--- src/rtl/rsg_pkg.sv ---
package rsg_pkg;
  localparam int unsigned HSYNC_CLKS    = 68;
  localparam int unsigned VSYNC_LINES   = 6;
  localparam int unsigned PAL_VSYNC_OFS = 65;
  localparam int unsigned VBLANK_BASE   = 320;
  localparam int unsigned H_BIAS        = 2;
  localparam int unsigned V_BIAS        = 1;
  localparam int unsigned N_WIN         = 3;

  typedef struct packed {
    logic hsync;
    logic vsync;
    logic hblank;
    logic vblank;
    logic rd_en;
    logic hclr;
    logic vclr;
  } rsg_out_t;
endpackage

--- src/rtl/rsg_window.sv ---
module rsg_window #(
  parameter int unsigned W = 12
) (
  input  logic [W-1:0] pos_i,
  input  logic [W-1:0] lo_i,
  input  logic [W-1:0] hi_i,
  output logic         in_o
);
  // inclusive start, exclusive end
  assign in_o = (pos_i >= lo_i) && (pos_i < hi_i);
endmodule

--- src/rtl/rsg_hcount.sv ---
module rsg_hcount #(
  parameter int unsigned CW = 12
) (
  input  logic          clk_i,
  input  logic          rst_ni,
  input  logic          clr_i,
  input  logic          run_i,
  input  logic [CW-1:0] last_i,
  output logic [CW-1:0] cnt_o,
  output logic          wrap_o
);
  logic [CW-1:0] cnt_q;

  assign wrap_o = run_i && (cnt_q >= last_i);
  assign cnt_o  = cnt_q;

  always_ff @(posedge clk_i or negedge rst_ni) begin
    if (!rst_ni)     cnt_q <= '0;
    else if (clr_i)  cnt_q <= '0;
    else if (run_i)  cnt_q <= wrap_o ? '0 : cnt_q + 1'b1;
  end
endmodule

--- src/rtl/rsg_vcount.sv ---
module rsg_vcount #(
  parameter int unsigned VW = 10
) (
  input  logic          clk_i,
  input  logic          rst_ni,
  input  logic          clr_i,
  input  logic          step_i,
  output logic [VW-1:0] cnt_o
);
  logic [VW-1:0] cnt_q;

  assign cnt_o = cnt_q;

  always_ff @(posedge clk_i or negedge rst_ni) begin
    if (!rst_ni)                        cnt_q <= '0;
    else if (clr_i)                     cnt_q <= '0;
    else if (step_i && (cnt_q != '1))   cnt_q <= cnt_q + 1'b1;
  end
endmodule

--- src/rtl/rsg_readout_timing.sv ---
module rsg_readout_timing
  import rsg_pkg::*;
#(
  parameter int unsigned HW = 11,
  parameter int unsigned VW = 10
) (
  input  logic          clk_i,
  input  logic          rst_ni,
  input  logic          vref_i,
  input  logic          pal_mode_i,
  input  logic [HW-1:0] h_total_i,
  input  logic [HW-1:0] h_start_i,
  input  logic [HW-1:0] h_lblank_i,
  input  logic [HW-1:0] h_rblank_i,
  input  logic [VW-1:0] v_start_i,
  input  logic [VW-1:0] v_top_i,
  input  logic [VW-1:0] v_bot_i,
  output logic          hsync_o,
  output logic          vsync_o,
  output logic          hblank_o,
  output logic          vblank_o,
  output logic          rd_en_o,
  output logic          hclr_o,
  output logic          vclr_o
);
  localparam int unsigned HCW = HW + 1;
  localparam int unsigned HXW = HW + 2;
  localparam int unsigned VXW = VW + 2;

  logic           run_q;
  logic           adv;
  logic [HCW-1:0] hcnt;
  logic [VW-1:0]  vcnt;
  logic           hwrap;
  logic [HXW-1:0] h_pos;
  logic [VXW-1:0] v_pos;

  always_ff @(posedge clk_i or negedge rst_ni) begin
    if (!rst_ni)     run_q <= 1'b0;
    else if (vref_i) run_q <= 1'b1;
  end

  assign adv = run_q && !vref_i;

  rsg_hcount #(.CW(HCW)) u_hcnt (
    .clk_i  (clk_i),
    .rst_ni (rst_ni),
    .clr_i  (vref_i),
    .run_i  (adv),
    .last_i (HCW'(h_total_i) + HCW'(1)),
    .cnt_o  (hcnt),
    .wrap_o (hwrap)
  );

  rsg_vcount #(.VW(VW)) u_vcnt (
    .clk_i  (clk_i),
    .rst_ni (rst_ni),
    .clr_i  (vref_i),
    .step_i (hwrap),
    .cnt_o  (vcnt)
  );

  assign h_pos = HXW'(hcnt);
  assign v_pos = VXW'(vcnt);

  // window bounds: 0 sync, 1 blank, 2 read enable
  logic [HXW-1:0] h_lo [N_WIN];
  logic [HXW-1:0] h_hi [N_WIN];
  logic [VXW-1:0] v_lo [N_WIN];
  logic [VXW-1:0] v_hi [N_WIN];
  logic [N_WIN-1:0] h_in, v_in;
  logic [HXW-1:0] h_rd_lo;
  logic [VXW-1:0] v_sync_lo;

  assign h_rd_lo   = HXW'(h_start_i) + HXW'(H_BIAS);
  assign v_sync_lo = pal_mode_i ? VXW'(PAL_VSYNC_OFS) : '0;

  always_comb begin
    h_lo[0] = '0;
    h_hi[0] = HXW'(HSYNC_CLKS);
    h_lo[1] = HXW'(h_lblank_i) + HXW'(H_BIAS);
    h_hi[1] = HXW'(h_rblank_i);
    h_lo[2] = h_rd_lo;
    h_hi[2] = HXW'(h_total_i) + HXW'(H_BIAS);
    v_lo[0] = v_sync_lo;
    v_hi[0] = v_sync_lo + VXW'(VSYNC_LINES);
    v_lo[1] = VXW'(v_top_i) + VXW'(V_BIAS);
    v_hi[1] = VXW'(v_bot_i) + VXW'(VBLANK_BASE);
    v_lo[2] = VXW'(v_start_i) + VXW'(V_BIAS);
    v_hi[2] = '1;
  end

  for (genvar g = 0; g < N_WIN; g++) begin : g_win
    rsg_window #(.W(HXW)) u_hwin (
      .pos_i (h_pos), .lo_i (h_lo[g]), .hi_i (h_hi[g]), .in_o (h_in[g])
    );
    rsg_window #(.W(VXW)) u_vwin (
      .pos_i (v_pos), .lo_i (v_lo[g]), .hi_i (v_hi[g]), .in_o (v_in[g])
    );
  end

  rsg_out_t nxt, out_q;

  always_comb begin
    nxt        = '0;
    nxt.hsync  = h_in[0];
    nxt.vsync  = v_in[0];
    nxt.hblank = h_in[1];
    nxt.vblank = v_in[1];
    nxt.rd_en  = h_in[2] && v_in[2];  // blanking deliberately not in this term
    nxt.hclr   = (h_pos == h_rd_lo);
    nxt.vclr   = (v_pos == VXW'(v_start_i));
  end

  always_ff @(posedge clk_i or negedge rst_ni) begin
    if (!rst_ni)    out_q <= '0;
    else if (run_q) out_q <= nxt;
    else            out_q <= '0;
  end

  assign hsync_o  = out_q.hsync;
  assign vsync_o  = out_q.vsync;
  assign hblank_o = out_q.hblank;
  assign vblank_o = out_q.vblank;
  assign rd_en_o  = out_q.rd_en;
  assign hclr_o   = out_q.hclr;
  assign vclr_o   = out_q.vclr;
endmodule

--- config.mk ---
export PLATFORM = sky130hd
export DESIGN_NAME = rsg_readout_timing
export DESIGN_NICKNAME = d
export VERILOG_FILES = /design/src/rtl/rsg_pkg.sv /design/src/rtl/rsg_window.sv /design/src/rtl/rsg_hcount.sv /design/src/rtl/rsg_vcount.sv /design/src/rtl/rsg_readout_timing.sv
export SDC_FILE = /design/constraint.sdc
export NUM_CORES = 1
export LEC_CHECK = 0
export ABC_AREA = 1
export BUFFER_PORTS_ARGS = -buffer_cell sky130_fd_sc_hd__buf_2
export CORE_MARGIN = 2
export CORE_UTILIZATION = 55
export CTS_CLUSTER_SIZE = 14
export DETAILED_ROUTE_END_ITERATION = 10
export PLACE_DENSITY = 0.79
export RECOVER_POWER = 50
export SYNTH_ARGS = -nofsm -noshare
export SYNTH_HDL_FRONTEND = slang
export SYNTH_HIERARCHICAL = 1
export SYNTH_SLANG_ARGS = --single-unit
--- constraint.sdc ---
create_clock -name clk_i -period 2.6 [get_ports clk_i]
set_clock_uncertainty 0.1 [all_clocks]
set_input_delay 0.52 -clock clk_i [delete_from_list [all_inputs] [get_ports clk_i]]
set_output_delay 0.52 -clock clk_i [all_outputs]
set_load 0.005 [all_outputs]
Word-level counts from Yosys, hierarchy flattened
Cells that the tools add are included.
{ "word_totals": {"ff_bits": 30, "inputBits": 78, "elab_cells": 56} }
{ "op_classes": {"n_addsub": 10, "order_cmp": 13, "n_eq_ne": 3, "n_mux": 7, "n_reduce_logical": 13} }
{ "op_table": {"columns": ["cell", "n"], "rows": [
  ["adder 11 x 2 -> 12 bit, second input constant", 3],
  [">= comparator 12 bit", 3],
  ["two-way mux 12 bit", 3],
  ["adder 10 x 1 -> 11 bit, second input constant", 2],
  [">= comparator 10 x 11 -> 1 bit", 2],
  ["two-way mux 10 bit", 2],
  ["two-way mux 7 bit", 2],
  ["adder 11 x 1 -> 12 bit, second input constant", 1],
  ["adder 12 x 1 -> 12 bit, second input constant", 1],
  ["equality test 12 bit", 1],
  [">= comparator 12 x 1 -> 1 bit, second input constant", 1],
  ["< comparator 10 x 12 -> 1 bit, second input constant", 1],
  ["< comparator 12 x 11 -> 1 bit", 1],
  ["< comparator 12 bit", 1],
  ["< comparator 12 x 7 -> 1 bit, second input constant", 1],
  ["adder 10 x 9 -> 11 bit, second input constant", 1],
  ["< comparator 10 x 11 -> 1 bit", 1],
  ["adder 10 x 1 -> 10 bit, second input constant", 1],
  ["equality test 10 bit", 1],
  [">= comparator 10 x 7 -> 1 bit", 1],
  ["logical AND 1 bit", 10],
  ["< comparator 10 x 8 -> 1 bit", 1],
  ["inequality test 10 bit, second input constant", 1],
  ["adder 7 x 3 -> 8 bit, second input constant", 1],
  ["other kinds (2)", 3]
]} }

Logic depth before layout (Yosys ltp)
{ "logic_depth": {"depth_word": 6, "mapped_depth": 21} }

By module
The synthesis kept the hierarchy.
{ "modules_own_cells": {"columns": ["module", "instances", "cells_each", "area_each_um2", "seq_area_each_um2"], "rows": [
  ["rsg_window at g_win[0].u_hwin ...", 3, 123, 713.2, 0.0],
  ["rsg_window at g_win[0].u_vwin ...", 3, 111, 661.9, 0.0],
  ["rsg_readout_timing", 1, 284, 1672.9, 200.2],
  ["rsg_hcount", 1, 163, 1064.8, 300.3],
  ["rsg_vcount", 1, 95, 683.2, 250.2]
]} }

Worst setup path after synthesis
OpenSTA, ideal clock, no wires.
{ "synth_timing": {"path_kind": "in2reg", "startpoint": "input h_total_i[0]", "endpoint": "register u_vcnt.cnt_q[0] (netlist: u_vcnt/cnt_o[0])", "setup_time_ps": 131, "arrival_time_ps": 2659, "t_required_ps": 2369, "setup_slack_ps": -291, "path_stages": 20, "path_cell_list": "ha_1 -> nand3_1 -> nor2_1 -> nand3_1 -> nor2_1 -> xor2_1 -> inv_1 -> ha_1 -> nand2_1 -> nor2_2 -> nand2_2 -> nor2_1 -> nor2_1 -> nand2_1 -> nand2_2 -> buf_6 -> inv_1 -> nand2_8 -> nand3_1 -> o21ai_1"} }
{ "synth_via": {"elab_chain_cells": 5} }
{ "synth_rtl": {"columns": ["element", "line", "text"], "rows": [
  ["start, declared", "rsg_readout_timing.sv:11", "input logic [HW-1:0] h_total_i,"],
  ["adder 11 x 1 -> 12 bit", "rsg_readout_timing.sv:50", ".last_i (HCW'(h_total_i) + HCW'(1)),"],
  [">= comparator 12 bit", "rsg_hcount.sv:14", "assign wrap_o = run_i && (cnt_q >= last_i);"],
  ["logical AND 1 bit", "rsg_hcount.sv:14", null],
  ["via hwrap", "rsg_readout_timing.sv:34", "logic hwrap;"],
  ["logical AND 1 bit", "rsg_vcount.sv:17", "else if (step_i && (cnt_q != '1)) cnt_q <= cnt_q + 1'b1;"],
  ["nonzero test 2 bit (no line)", null, null],
  ["end signal, assigned", "rsg_vcount.sv:17", null],
  ["end, declared", "rsg_vcount.sv:10", "logic [VW-1:0] cnt_q;"]
]} }
The timed path passes the listed nets, and every way through them passes these cells.
A chain may end at the register's enable or synchronous reset.

Worst setup path in the final report
{ "layout_timing": {"startpoint": "input h_total_i[1]", "endpoint": "register u_vcnt.cnt_q[5] (netlist: u_vcnt/cnt_o[5])"} }
The elaborated chain is that of the path after synthesis.

==> impl_metrics.json <==
{
  "dp_slack_ns": -0.3946,
  "die_w_um": 121.1,
  "rsz0062_at_grt": "yes",
  "dr.pass1.iters": 5,
  "synthTopCellsByArea": "ha_1, nand2_1, inv_1",
  "numPortBuffers": 84,
  "slew_violations": 31,
  "synth_top_area_frac": 0.2736,
  "ys.flop_type": "dfrtp_1",
  "largest_register_ffs": 12,
  "finalWorstSetupSlack_ns": -0.1261,
  "hold_path.class": "primary input to register",
  "fin_crit_ns": 2.726,
  "whs_path_depth": 4,
  "endpoint_kind": "register",
  "worst_slew_pin_slew_ns": 1.706,
  "grt_usage": 0.2487,
  "final_cell_mix": "nand2_1, inv_1, ha_1, nor2_1, conb_1",
  "setup_viol": 16,
  "initial_utilization": 0.5676,
  "die_y_um": 121.1,
  "dp_hpwl_um": 13930,
  "yosysTopAreaCell": "ha_1",
  "drive_above_1_share": 0.1675,
  "worstPathArrival_ns": 2.79,
  "gp_congestion": 0.8376,
  "clock_latency_ns": 0.28,
  "io-pin-count": 85,
  "synthesis.instances": 1244,
  "leakage_nw": 5.768,
  "htreeDepth": 2,
  "hold_viol": 0,
  "final_common_cell": "nand2_1",
  "grt_pass1_wl_um": 30210,
  "crit_fanout": 5,
  "synth-seq-cells": 30,
  "vdd_ir_drop_max_v": 0.0002214,
  "routed_via_density": 4.748,
  "max_freq_mhz": 366.8,
  "rr_worst_depth": 8,
  "yosys.cell_types.count": 40,
  "num_vias": 7839,
  "cts_buffer_depth": 2,
  "drv_cap": 1,
  "fp.coreArea_um2": 13300,
  "holdWs_ns": 0.4673,
  "overflow": 0,
  "tritoncts": "built",
  "nets": 1717,
  "wire_per_inst_um": 10.87,
  "fin_area_um2": 9374,
  "die-area_um2": 14670,
  "final_antenna_net_count": 0,
  "root_buffer": "clkbuf_16",
  "slew_headroom": -0.1372,
  "ff2ff_setup_slack_ns": 0.39,
  "clock_sinks": 30,
  "grt_pass1_vias": 7181,
  "yosysWarnings": 6,
  "path_clk_slew_ns": 0.05,
  "critPathLaunchType": "primary input",
  "crit_type": "primary input to register",
  "finalCritPeriodShare": 1.048,
  "grt_antenna_before_repair": 0,
  "rows": 42,
  "p_total_mw": 2.091,
  "async_flop_share": 1.000,
  "synth_area_um2": 7546,
  "drt-initial-drc-count": 338,
  "postCtsHoldBufs": 0,
  "p_per_area_nw_per_um2": 223.0,
  "wirelength_um": 17940,
  "yosysSeqAreaShare": 0.09949,
  "synth_edf_count": 0,
  "status": "complete, but fails checks",
  "failed_checks": "capacitance limit, slew limit, setup timing",
  "required_ns": 2.67,
  "diodes": 0,
  "postSynthAreaPerCell_um2": 6.066,
  "grt_max_degree": 31,
  "numCtsBuffers": 5,
  "drcViolationCount": 0,
  "area_growth_pct": 24.22,
  "dpl_cell_area_um2": 8925
}
[cells in the mapped netlist, types with 2 or more instances]
library cell and count:
o22ai_1 2, nor2_2 21, nor2_1 90, o21ai_1 8
or2_1 2, conb_1 2, ha_1 165, nand2_1 379
xnor2_1 12, a21oi_1 55, o21ai_0 5, inv_1 295
o21bai_1 7, clkbuf_1 2, nand3_2 2, a21oi_2 3
nand3_1 49, a21o_1 6, nand4_1 10, nor3_2 7
nor2_4 5, xor2_1 37, dfrtp_1 30, nand3b_1 4
nand2_2 20, nor3_1 9, inv_2 4
[cell families after synthesis]
kind of cell | synth area share
compound gates | 0.06632
xor+xnor | 0.05903
fa+ha+maj | 0.2736
buf+inv | 0.1524
flops | 0.09949
other cells | 0.0009952
simple gates | 0.3482
[layout make-up]
class                   instances  area, um^2
flip-flops and latches         30       750.7
repair buffers                144       923.4
clock inverters                 2       60.06
multi-input cells             993        6148
clock buffers                   6       138.9
inverters                     300        1132
fillers                      1151        3921
well taps                     176       220.2
[power breakdown]
group          internal [mW]  total [mW]  switching, mW
combinational          0.343       0.813          0.470
sequential             0.479       0.491         0.0118
clock                  0.575       0.787          0.213
total                   1.40        2.09          0.694
[per-layer routing]
metal,up-vias,wire (um),GRT usage,part of all wire
li1,4189,-,-,-
met3,43,739,0.02538,0.041
met1,3432,7572,0.2830,0.42
met2,175,9159,0.4874,0.51
met5,-,0,0,0
met4,0,473,0.06537,0.026
[critical path, cell delays in order]
cell	delay [ns]
buf_4	0.12
ha_4	0.15
nand3_4	0.07
nor2_4	0.10
nand3_2	0.08
buf_4	0.16
xor2_2	0.16
inv_1	0.11
ha_4	0.26
nand2_4	0.06
nor2_4	0.03
nand2_1	0.05
nand3_1	0.08
nor2_1	0.09
nand2_1	0.09
nand2_2	0.10
clkinvlp_4	0.22
nand2_8	0.14
nand2_4	0.07
nand2_1	0.09
nand2_1	0.05
[per-stage QoR]
step / utilization / cells / setup TNS [ns]
final: 0.7051 / 1651 / -0.9116
after floorplan: - / 1326 / -1.120
after CTS: 0.6957 / 1649 / -0.4566
after detailed placement: 0.6713 / 1636 / -6.590
after global routing: 0.7051 / 1651 / -4.106
after global placement: 0.6713 / 1636 / -4.585
[worst paths after layout]
| check | startpoint | to |
|---|---|---|
| worst min-delay path | v_start_i[4] | vclr_o |
| worst min register to register | run_q | vsync_o |
| worst max register to register | run_q | u_hcnt/cnt_o[8] |
| max in group asynchronous | rst_ni | u_hcnt/cnt_o[4] |
| worst max-delay path | h_total_i[1] | u_vcnt/cnt_o[5] |
| min in group asynchronous | rst_ni | vblank_o |
[repair_timing]
| item | in CTS | in global routing |
|---|---|---|
| cloned | 1 | 1 |
| endpoints found under the setup margin | 10 | 22 |
| setup buffers | 4 | 2 |
| gates resized for setup | 18 | 21 |
| pin swaps | 25 | 16 |
No activity file was read; power rests on OpenSTA's default activity.
